**src/rtl/fskd_pkg.sv**
```systemverilog
package fskd_pkg;
  localparam int unsigned RAW_W_DEF  = 8;
  localparam int unsigned TERM_W_DEF = 16;
  localparam int unsigned PIPE_LAT   = 2;
endpackage

```
**src/rtl/fskd_level_shift.sv**
```systemverilog
module fskd_level_shift #(
  parameter int unsigned IN_W   = 8,
  parameter int unsigned WORD_W = 16
) (
  input  logic                     clk,
  input  logic                     rst_n,
  input  logic                     raw_en,
  input  logic [IN_W-1:0]          raw_smp,
  output logic                     lvl_en,
  output logic signed [WORD_W-1:0] lvl_word
);
  localparam int unsigned PAD_W = WORD_W - IN_W;
  localparam logic [IN_W-1:0] MID_FLIP = {1'b1, {(IN_W-1){1'b0}}};

  logic                     en_d;
  logic signed [WORD_W-1:0] word_d;

  // unipolar to two's complement: flipping the top bit subtracts mid-scale
  always_comb begin
    en_d   = raw_en;
    word_d = lvl_word;
    if (raw_en) begin
      word_d = {raw_smp ^ MID_FLIP, {PAD_W{1'b0}}};
    end
  end

  always_ff @(posedge clk or negedge rst_n) begin
    if (!rst_n) begin
      lvl_en   <= 1'b0;
      lvl_word <= '0;
    end else begin
      lvl_en   <= en_d;
      lvl_word <= word_d;
    end
  end
endmodule

```
**src/rtl/fskd_delay_line.sv**
```systemverilog
module fskd_delay_line #(
  parameter int unsigned WORD_W = 16,
  parameter int unsigned DEPTH  = 4
) (
  input  logic                     clk,
  input  logic                     rst_n,
  input  logic                     push,
  input  logic signed [WORD_W-1:0] din,
  output logic signed [WORD_W-1:0] oldest
);
  logic signed [WORD_W-1:0] tap_q [DEPTH];
  logic signed [WORD_W-1:0] tap_d [DEPTH];

  // next-state: shift by one slot when a sample is pushed
  generate
    for (genvar i = 0; i < DEPTH; i++) begin : g_tap
      if (i == 0) begin : g_head
        always_comb tap_d[i] = push ? din : tap_q[i];
      end else begin : g_body
        always_comb tap_d[i] = push ? tap_q[i-1] : tap_q[i];
      end
      always_ff @(posedge clk or negedge rst_n) begin
        if (!rst_n) tap_q[i] <= '0;
        else        tap_q[i] <= tap_d[i];
      end
    end
  endgenerate

  assign oldest = tap_q[DEPTH-1];

  AST_LINE_FROZEN: assert property (@(posedge clk) disable iff (!rst_n)
    !push |=> $stable(oldest));
endmodule

```
**src/rtl/fskd_product_stage.sv**
```systemverilog
module fskd_product_stage #(
  parameter int unsigned WORD_W = 16
) (
  input  logic                     clk,
  input  logic                     rst_n,
  input  logic                     op_en,
  input  logic signed [WORD_W-1:0] op_cur,
  input  logic signed [WORD_W-1:0] op_dly,
  output logic                     res_en,
  output logic signed [WORD_W-1:0] res_word
);
  localparam int unsigned PW = 2 * WORD_W;

  logic signed [PW-1:0]     prod;
  logic signed [PW-1:0]     prod_neg;
  logic signed [WORD_W-1:0] field;
  logic                     en_d;
  logic signed [WORD_W-1:0] word_d;

  always_comb begin
    prod     = PW'(op_cur) * PW'(op_dly);
    prod_neg = -prod;
    // drop the duplicated sign bit: keep the field just below the MSB
    field    = prod_neg[PW-2 -: WORD_W];
    en_d     = op_en;
    word_d   = op_en ? field : res_word;
  end

  always_ff @(posedge clk or negedge rst_n) begin
    if (!rst_n) begin
      res_en   <= 1'b0;
      res_word <= '0;
    end else begin
      res_en   <= en_d;
      res_word <= word_d;
    end
  end

  AST_NO_OVERFLOW: assert property (@(posedge clk) disable iff (!rst_n)
    op_en |-> (prod_neg[PW-1] == prod_neg[PW-2]));
  AST_ZERO_OPERAND: assert property (@(posedge clk) disable iff (!rst_n)
    (op_en && (op_cur == '0 || op_dly == '0)) |=> (res_word == '0));
  AST_HOLD_IDLE: assert property (@(posedge clk) disable iff (!rst_n)
    !op_en |=> $stable(res_word));
endmodule

```
**src/rtl/fsk_delay_discriminator.sv**
```systemverilog
module fsk_delay_discriminator #(
  parameter int unsigned SAMPLES_PER_BIT = 8,
  parameter int unsigned IN_W            = fskd_pkg::RAW_W_DEF,
  parameter int unsigned WORD_W          = fskd_pkg::TERM_W_DEF
) (
  input  logic                     clk,
  input  logic                     rst_n,
  input  logic                     smp_valid,
  input  logic [IN_W-1:0]          smp_raw,
  output logic                     disc_valid,
  output logic signed [WORD_W-1:0] disc_word
);
  localparam int unsigned HALF_BIT = SAMPLES_PER_BIT / 2;

  logic                     lvl_en;
  logic signed [WORD_W-1:0] lvl_word;
  logic signed [WORD_W-1:0] dly_word;

  fskd_level_shift #(.IN_W(IN_W), .WORD_W(WORD_W)) u_shift (
    .clk(clk), .rst_n(rst_n), .raw_en(smp_valid), .raw_smp(smp_raw),
    .lvl_en(lvl_en), .lvl_word(lvl_word));

  fskd_delay_line #(.WORD_W(WORD_W), .DEPTH(HALF_BIT)) u_line (
    .clk(clk), .rst_n(rst_n), .push(lvl_en), .din(lvl_word),
    .oldest(dly_word));

  fskd_product_stage #(.WORD_W(WORD_W)) u_prod (
    .clk(clk), .rst_n(rst_n), .op_en(lvl_en), .op_cur(lvl_word),
    .op_dly(dly_word), .res_en(disc_valid), .res_word(disc_word));

  AST_VALID_LATENCY: assert property (@(posedge clk) disable iff (!rst_n)
    smp_valid |-> ##2 disc_valid);
  AST_NO_SPURIOUS: assert property (@(posedge clk) disable iff (!rst_n)
    !smp_valid |-> ##2 !disc_valid);
endmodule

```
**config.mk**
```make
export PLATFORM = sky130hd
export DESIGN_NAME = fsk_delay_discriminator
export DESIGN_NICKNAME = d
export VERILOG_FILES = /design/src/rtl/fskd_pkg.sv /design/src/rtl/fskd_level_shift.sv /design/src/rtl/fskd_delay_line.sv /design/src/rtl/fskd_product_stage.sv /design/src/rtl/fsk_delay_discriminator.sv
export SDC_FILE = /design/constraint.sdc
export NUM_CORES = 1
export LEC_CHECK = 0
export BUFFER_PORTS_ARGS = -buffer_cell sky130_fd_sc_hd__clkbuf_2
export CAP_MARGIN = 40
export CELL_PAD_IN_SITES_DETAIL_PLACEMENT = 1
export CELL_PAD_IN_SITES_GLOBAL_PLACEMENT = 2
export CORE_ASPECT_RATIO = 0.8
export CORE_MARGIN = 2
export CORE_UTILIZATION = 46
export CTS_BUF_LIST = sky130_fd_sc_hd__clkbuf_4
export DETAILED_ROUTE_END_ITERATION = 7
export PLACE_DENSITY_LB_ADDON = 0.1
export SLEW_MARGIN = 15
export SYNTH_ARGS = -nofsm -noshare
export SYNTH_HDL_FRONTEND = slang
export SYNTH_SLANG_ARGS = --single-unit
```
**constraint.sdc**
```tcl
create_clock -name clk -period 8.53 [get_ports clk]
set_input_delay 0.853 -clock clk [delete_from_list [all_inputs] [get_ports clk]]
set_output_delay 0.853 -clock clk [all_outputs]
set_load 0.02 [all_outputs]
```
Word-level counts from Yosys, hierarchy flattened --
Index checks and enable logic that the tools add are counted.
Word-level totals: flip-flop bits (word level) 58, input port bits 11, output and inout bits 17, word-level logic and storage cells 11
Operators by class: add/subtract/negate cells 1, $mul 1, bitwise gates (word level) 1
Operators by type and width (number):
- $neg 31->31 | 1
- $mul 8x8->15 | 1
- $not 1->1 | 1

Depth between registers and ports, before layout --
Gate-level depths: netlist (run 1).
depth in word-level cells 2, gate-level depth with buffers 18, gate-level depth less buffers 18

Modules after synthesis --
A second synthesis (run 1) with hierarchy kept.
Second synthesis, totals: cells, all modules 1267, area, all modules 13461.7 sq um
Modules (own cells, without submodules):
- fskd_product_stage | times used 1, cells each 1088, area an instance 10243.6 sq um, seq. area each 425.4 sq um
- fskd_delay_line | times used 1, cells each 151, area an instance 2798.9 sq um, seq. area each 1601.5 sq um
- fskd_level_shift | times used 1, cells each 28, area an instance 419.2 sq um, seq. area each 225.2 sq um

Worst setup path before layout (run 1) --
No wires, ideal clock.
kind register to register, start reg u_shift.lvl_word[15], end reg u_prod.res_word[14], library setup time 0.125 ns, arrival 5.070 ns, required time 8.405 ns, slack 3.335 ns, cell stages (with the launch flop) 18, buffers on the path 1, clock period less this slack 5.195 ns, cells stage by stage dfrtp_1 clkbuf_1 nand2_1 fa_1 inv_1 fa_1 fa_1 inv_1 fa_1 inv_1 ha_1 and2_4 a221o_1 o211a_1 or3_4 a2111oi_2 xor2_1 mux2_2
Between the ends: longest elaborated chain between the ends 2
Ends and longest elaborated chain:
- start, declared | RTL line fskd_level_shift.sv:10 | output logic signed [WORD_W-1:0] lvl_word
- start signal, assigned | RTL line fskd_level_shift.sv:33 | lvl_word <= word_d;
- $mul 8x8->15 | RTL line fskd_product_stage.sv:21 | prod = PW'(op_cur) * PW'(op_dly);
- $neg 31->31 | RTL line fskd_product_stage.sv:22 | prod_neg = -prod;
- end signal, assigned | RTL line fskd_product_stage.sv:35 | res_word <= word_d;
- end, declared | RTL line fskd_product_stage.sv:10 | output logic signed [WORD_W-1:0] res_word
No other way between the ends. A chain may end at the register's enable or synchronous reset.

Worst setup path in the final report (run 1) --
start reg u_shift.lvl_word[8], end reg u_prod.res_word[14]
The elaborated chain is that of the path after synthesis.

==> metrics, run 1 <==
placed cell count 611; R2R Setup Slk about 3000 ps; syn_nets 545; CTS tree built; post-route ant nets 0; pre-CTS setup slack 3000 ps; unrepaired setup endpoints after global routing false; post_cts resized 0; Final Hold Violating Endpoints 0; largest family of logic cells by synthesized area adder cells; reg2reg start u_shift.lvl_word[8]; final non-filler cell total 627; crit path DAT ~5800 ps; row cnt 33; CORE AREA between 10000 and 15000 µm²; post-DR wirelength/cell between 15 and 20 µm; Yosys warnings 0; synthesized area per cell roughly 11 µm²; DR pass1 iterations 4; Die W 119 µm; routability cong. approximately 0.76; share of layout cells above drive strength 1 0.216; WHS around 510 ps; setup bufs post-CTS 0; total gr overflow 0; simple logic cell fraction of the synthesized area 0.118; post-synthesis mux area share 0.118; Worst Tran Pin Value 704 ps; Yosys top cell area share 0.294; maximum number of pins on one net before global-route repair 58; Clock Tree Buf Depth 2; Compound-Gate Fraction of Synth Area 0.0629; worst setup path start u_shift.lvl_word[8]; initial antenna violation count 0; hold buffer count at CTS 0; Worst Path Class, Setup register to register; count of cell types in the netlist 47; post-synthesis sequential area ratio 0.294; top-count cell post-synth inv_1; io pins 28; CTS buffer count 9; setup_tns 0 ps; worst setup margin slightly above 3000 ps; Post-synth EDFFs 0; Clock Sinks 57; global-route wire length before repair around 17000 µm; Die Y about 96 µm; total wire length 9780 µm; cell accounting for the most synthesized area dfrtp_1; starting density of the core 0.474; First DRT Iteration DRCs 96; via count of the routed design roughly 3200; GR Layer Usage met3 0.0444; post-synthesis adder-cell area fraction 0.287; HP Class register to register; Synth Cell Area 4850 µm²; Setup Skew approximately 20 ps; fmax ~0.18 GHz; worst r2r path cells 16; Post-synth top cells inv_1 (91), dfrtp_1 (57), fa_1 (52); Mapped Cells ~450; XOR/XNOR Fraction of Synth Area 0.0397; status completed; post-DP HPWL between 7000 and 8000 µm; Worst Setup EP u_prod.res_word[14]; Area growth syn-to-layout 8.46%; htree depth 3; top cells by area, synth dfrtp_1 (29%), fa_1 (21%), mux2_2 (12%); fin. max-slew vios 0; Die ar. approximately 11000 µm²; post-synthesis async set-or-reset flop share 1.00; diode count 0; Max Cap Viol 0; clk root buf clkbuf_4; Worst slew margin 0.531; Primary FF master, synth dfrtp_1; number of global-route vias before repair roughly 3400; Buffers on Ports 26; worst r2r dst u_prod.res_word[14]; Startpoint Class register; layer with the highest usage met2; GRT Total Usage 0.196; DRC viols 0; NumNets Final about 570; Tcrit/Tclk final 0.641; Vias/cell roughly 5.0; CP Data Required Time 8850 ps; Synth Register Bits 57; met1 Track Usage GR 0.266; Max FO, Critical Path 10; grt met2 use 0.323; fin crit period 5470 ps; final setup violation count 0; Worst-path clk slew ~120 ps; CP Capture Type register; Skew-Pair Late Insertion Delay around 420 ps
==> layout by cell type, fill, tap and decap left out, types with 5 or more instances in the layout <==
master and instances:
inv_1 91, dfrtp_1 56, fa_1 52, mux2_2 51, and2_1 43, ha_1 28, clkbuf_2 26, nand2_1 18
xnor2_1 13, nor2_1 12, a21oi_1 9, xor2_1 9, clkbuf_4 9, nor2b_1 5, o21ai_0 5, nor3_1 5
==> state kept, by name, indices dropped and copies added, names as in the netlist <==
| name | count |
|---|---|
| u_prod.res_word | 15 |
| u_line.oldest | 8 |
| u_shift.lvl_word | 8 |
| u_line.tap_q | 24 |
| u_shift.lvl_en | 1 |
| u_prod.res_en | 1 |
==> layout make-up <==
type	count	area, µm²
repair buffers	28	158
clock buffers	9	67.6
flip-flops and latches	57	1430
well taps	140	175
clock inverters	7	53.8
fillers	1186	4980
multi-input cells	295	3040
inverters	91	342
==> critical path, cell delays in order, from the launching register on <==
cell and delay (ps):
dfrtp_1 530, nand2b_1 230, fa_1 550, fa_1 550, inv_1 60, fa_1 530
inv_1 50, fa_1 530, inv_1 40, ha_1 380, a21o_1 250, or3_1 380
a221oi_2 370, o221ai_2 180, a2111oi_2 340, xor2_1 110, mux2_2 280
==> cells by family (layout without fill, tap and decap cells) <==
logic type               count (synthesis)  after routing
adder cells (fa/ha/maj)                 80             80
flip-flops                              57             57
XOR/XNOR                                22             22
AND/OR/NAND/NOR                        101            101
other                                    1              1
multiplexers                            51             51
AO/OA/AOI/OAI                           40             40
buffers and inverters                  102            135
==> through the flow <==
step,area [µm²],util
floorplan,4850,-
global placement,5120,0.500
detailed placement,5140,0.502
CTS,5260,0.514
global route,5260,0.514
finish,5260,0.514
==> routing by layer <==
metal  up-vias  part of all wire
li1       1503                 -
met1      1612              0.49
met2        32              0.47
met3         7             0.028
met4         0             0.013
met5         -                 0
==> how the worst min path moves through the flow <==
stage / from / endpoint / cells past startpoint
after floorplan: u_shift.lvl_en / u_prod.res_en / 0
after global placement: u_line.tap_q[45] / u_line.tap_q[29] / 1
after detailed placement: u_line.tap_q[24] / u_line.oldest[8] / 1
after CTS: u_line.tap_q[63] / u_line.tap_q[63] / 1
after global routing: u_line.tap_q[27] / u_line.tap_q[27] / 1
final: u_line.tap_q[61] / u_line.tap_q[61] / 1
Power of run 1 is not shown: default switching activity piles up to over one toggle a cycle in this logic, so the estimate is an artifact.
==> inputs of run 2 (changes only) <==
--- a/config.mk
+++ b/config.mk
@@ -11,7 +11,7 @@
 export CELL_PAD_IN_SITES_GLOBAL_PLACEMENT = 2
 export CORE_ASPECT_RATIO = 0.8
 export CORE_MARGIN = 2
-export CORE_UTILIZATION = 46
+export CORE_UTILIZATION = 43
 export CTS_BUF_LIST = sky130_fd_sc_hd__clkbuf_4
 export DETAILED_ROUTE_END_ITERATION = 7
 export PLACE_DENSITY_LB_ADDON = 0.1
==> constraint.sdc (replaced) <==
create_clock -name clk -period 5.6 [get_ports clk]
set_input_delay 0.56 -clock clk [delete_from_list [all_inputs] [get_ports clk]]
set_output_delay 0.56 -clock clk [all_outputs]
set_load 0.02 [all_outputs]
==> metrics, run 2 (same netlist as run 1, synthesis figures left out) <==
status completed; CP Capture Type register; Largest regs u_line.tap_q: 24 flops, u_prod.res_word: 15 flops; critical-path cell list and2_1 -> ha_1 -> inv_1 -> fa_1 -> inv_1 -> fa_1 -> inv_1 -> fa_1 -> inv_1 -> ha_1 -> and2_4 -> a221o_1 -> o211a_1 -> or3_4 -> a2111oi_2 -> xor2_1 -> mux2_2; crit path DAT 5630 ps; First DRT Iteration DRCs 62; Final Hold Violating Endpoints 0; post-DR wirelength/cell between 15 and 20 µm; commonest non-fill, non-tap cells in the layout inv_1 (91), fa_1 (52), mux2_2 (51), dfrtp_1 (51), and2_1 (43); initial antenna violation count 0; Max Cap Viol 0; fin. max-slew vios 0; fmax 0.189 GHz; reg2reg start u_line.oldest[9]; number of global-route vias before repair ~3600; R2R Setup Slk 300 ps; DRC viols 0; Clock Sinks between 50 and 60; Placed Area 5210 µm²; hold buffer count at CTS 0; Setup Skew between 9 and 10 ps; worst setup path start u_line.oldest[9]; max FFs per register 24; most used cell, CP inv_1; row cnt 34; CTS buffer count 9; clk root buf clkbuf_4; setup_tns 0 ps; io pins 28; DR pass1 iterations 4; CP bufs+invs 4; HP Class primary input to asynchronous set/reset pin; Vias/cell slightly above 5; CTS tree built; Area growth syn-to-layout 11.3%; final setup violation count 0; CORE AREA between 10000 and 15000 µm²; Worst slew margin 0.506; NumNets Final 585; total gr overflow 0; unrepaired setup endpoints after global routing false; Buffers on Ports 26; Worst path slowest cell fa_1; Worst Tran Pin Value 740 ps; cell family with most CP delay adder cells; CP peak stage delay 550 ps; Worst-path clk slew roughly 110 ps; maximum number of pins on one net before global-route repair slightly below 60; final instance area 5400 µm²; Clock Tree Buf Depth 2; routability cong. around 0.76; Skew-Pair Late Insertion Delay 430 ps; Startpoint Class register; diode count 0; Die Y around 100 µm; total wire length between 10000 and 15000 µm; post-DP HPWL about 8000 µm; commonest non-fill, non-tap cell in the layout inv_1; most flop-heavy register u_line.tap_q; Die ar. about 12000 µm²; Die W approximately 120 µm; share of layout cells above drive strength 1 0.246; via count of the routed design 3247; global-route wire length before repair about 18000 µm; starting density of the core 0.444; GRT Total Usage 0.195; # fillers between 1000 and 1500; Max FO, Critical Path 9; post-route ant nets 0; Tcrit/Tclk final 0.947; multi-input logic area 3060 µm²; sequential cell area between 1000 and 1500 µm²; htree depth 3; fin crit period 5300 ps; Worst Path Class, Setup register to register; CP Data Required Time about 5900 ps
==> run 2: through the flow <==
stage	cells	setup slack (ps)	hold WS, ps	util
after global routing	643	22.5	248	0.494
after detailed placement	624	146	491	0.477
after CTS	640	154	251	0.490
after global placement	623	201	483	0.475
final	643	296	259	0.494
after floorplan	454	405	264	-
==> run 2: area by class of cell <==
| type | instances | share of cell area |
|---|---|---|
| well taps | 144 | 0.0333 |
| inverters | 91 | 0.0632 |
| clock inverters | 6 | 0.0127 |
| clock buffers | 10 | 0.0139 |
| multi-input cells | 295 | 0.566 |
| flip-flops and latches | 57 | 0.265 |
| repair buffers | 40 | 0.0459 |
==> run 2: path summary, 6_finish.rpt <==
kind                                        end  cells after the start
min reg2reg                    u_line.tap_q[45]                      1
min                              u_shift.lvl_en                      2
max                         u_prod.res_word[14]                     17
max in group asynchronous  u_shift.lvl_word[12]                      2
max reg2reg                 u_prod.res_word[14]                     17
min in group clk           u_shift.lvl_word[15]                      2
==> run 2: layer usage <==
layer	vias up	track usage	share of wire
met5	-	0	0
met4	0	0.0451	0.011
met3	10	0.0434	0.022
met2	28	0.310	0.47
met1	1685	0.274	0.50
li1	1524	-	-
==> run 2: worst register-to-register path, cell delays in order, from the launching register on <==
cell and delay [ps]:
dfrtp_1 490, and2_1 190, ha_1 370, inv_1 150, fa_1 550, inv_1 50, fa_1 480, inv_1 60
fa_1 530, inv_1 40, ha_1 380, and2_4 180, a221o_1 330, o211a_1 260, or3_4 380, a2111oi_2 400
xor2_1 100, mux2_2 270
==> run 2: what timing repair did <==
| item | in CTS | in global routing |
|---|---|---|
| buffers inserted | 0 | 3 |
| gates resized for setup | 0 | 7 |
| endpoints found under the setup margin | 0 | 3 |
Power of run 2 is left out for the same reason.
==> inputs of run 3 (changes only) <==
--- a/config.mk
+++ b/config.mk
@@ -11,7 +11,7 @@
 export CELL_PAD_IN_SITES_GLOBAL_PLACEMENT = 2
 export CORE_ASPECT_RATIO = 0.8
 export CORE_MARGIN = 2
-export CORE_UTILIZATION = 43
+export CORE_UTILIZATION = 35
 export CTS_BUF_LIST = sky130_fd_sc_hd__clkbuf_4
 export DETAILED_ROUTE_END_ITERATION = 7
 export PLACE_DENSITY_LB_ADDON = 0.1
==> constraint.sdc (replaced) <==
create_clock -name clk -period 6.5 [get_ports clk]
set_input_delay 0.65 -clock clk [delete_from_list [all_inputs] [get_ports clk]]
set_output_delay 0.65 -clock clk [all_outputs]
set_load 0.02 [all_outputs]
==> metrics, run 3 (same netlist as run 1, synthesis figures left out) <==
Worst Path Class, Setup register to register; Skew-Pair Late Insertion Delay 430 ps; post-DP HPWL between 8000 and 9000 µm; io pins 28; CTS buffer count 9; Final Hold Violating Endpoints 0; maximum number of pins on one net before global-route repair 58; Buffers on Ports 26; WHS about 340 ps; DRC viols 0; Tcrit/Tclk final 0.847; Worst Tran Pin Value approximately 730 ps; Worst slew margin 0.514; initial antenna violation count 0; most used cell, CP inv_1; CP peak stage delay ~570 ps; cell family with most CP delay adder cells; global-route wire length before repair 18400 µm; starting density of the core 0.358; most flop-heavy register u_line.tap_q; number of global-route vias before repair about 3600; Max FO, Critical Path 11; fin. max-slew vios 0; Vias/cell around 4.7; DR pass1 iterations 4; Max Cap Viol 0; fin crit period 5500 ps; fmax roughly 0.18 GHz; Area growth syn-to-layout 11.0%; total gr overflow 0; setup_tns 0 ps; CP Capture Type register; Die ar. ~15000 µm²; CP Data Required Time 6840 ps; routability cong. between 0.7 and 0.8; NumNets Final around 570; CORE AREA between 10000 and 15000 µm²; CTS tree built; GRT Total Usage 0.163; commonest non-fill, non-tap cell in the layout inv_1; Clock Sinks between 50 and 60; clk root buf clkbuf_4; share of layout cells above drive strength 1 0.216; Worst path slowest cell fa_1; post_cts resized 0; Die Y about 110 µm; commonest non-fill, non-tap cells in the layout inv_1 (91), dfrtp_1 (56), fa_1 (52); post-route ant nets 0; hold buffer count at CTS 0; pre-CTS setup slack around 960 ps; Largest regs u_line.tap_q: 24 flops, u_prod.res_word: 15 flops; Placed Area between 5000 and 6000 µm²; Worst-path clk slew between 100 and 150 ps; htree depth 3; First DRT Iteration DRCs 73; total wire length approximately 10000 µm; via count of the routed design 3149; diode count 0; setup bufs post-CTS 0; unrepaired setup endpoints after global routing false; Die W 136 µm; post-DR wirelength/cell roughly 16 µm; max FFs per register 24; HP Class primary input to asynchronous set/reset pin; status completed; crit path DAT 5840 ps; critical-path cell list and2_1 -> ha_1 -> inv_1 -> fa_1 -> inv_1 -> fa_1 -> inv_1 -> fa_1 -> inv_1 -> ha_1 -> and2_4 -> a221o_1 -> o211a_1 -> or3_4 -> a2111oi_2 -> xor2_1 -> mux2_2; Startpoint Class register; final instance area between 5000 and 6000 µm²; CP bufs+invs 4; worst setup margin ~1000 ps; Clock Tree Buf Depth 2; row cnt 38; final setup violation count 0; Setup Skew approximately 22 ps
## run 3: cell types whose count changed in the layout (fill, tap and decap cells not counted), sizes merged
cell / delta
buf: -12
bufinv: +2
clkbuf: -1
clkinv: -1
clkinvlp: -1
inv: +1
## run 3: final cells by class
cell class              count  area [µm²]
fillers                  1560        8170
multi-input cells         295        3040
flip-flops and latches     57        1430
inverters                  91         342
well taps                 180         225
repair buffers             28         158
clock inverters             7         125
clock buffers               9        67.6
## run 3: path summary, 6_finish.rpt
| kind | from | endpoint | slack, ps | cells past startpoint |
|---|---|---|---|---|
| max in group asynchronous | rst_n | u_shift.lvl_en | 5660 | 2 |
| worst min-delay path | rst_n | u_prod.res_en | 340 | 2 |
| worst min register to register | u_line.tap_q[24] | u_line.oldest[8] | 500 | 1 |
| worst max register to register | u_shift.lvl_word[15] | u_prod.res_word[14] | 1000 | 17 |
| min in group clk | smp_raw[7] | u_shift.lvl_word[15] | 400 | 2 |
| worst max-delay path | u_shift.lvl_word[15] | u_prod.res_word[14] | 1000 | 17 |
## run 3: through the flow
| stage | util | instances |
|---|---|---|
| after floorplan | - | 454 |
| after global placement | 0.382 | 650 |
| after detailed placement | 0.383 | 651 |
| after CTS | 0.397 | 667 |
| after global routing | 0.397 | 667 |
| final | 0.397 | 667 |
## run 3: metal layers
| metal | GRT usage | up-vias | share of wire |
|---|---|---|---|
| met5 | 0 | - | 0 |
| met3 | 0.0277 | 9 | 0.020 |
| li1 | - | 1503 | - |
| met4 | 0.0402 | 0 | 0.011 |
| met2 | 0.264 | 25 | 0.46 |
| met1 | 0.228 | 1612 | 0.51 |
Power of run 3 is left out for the same reason.
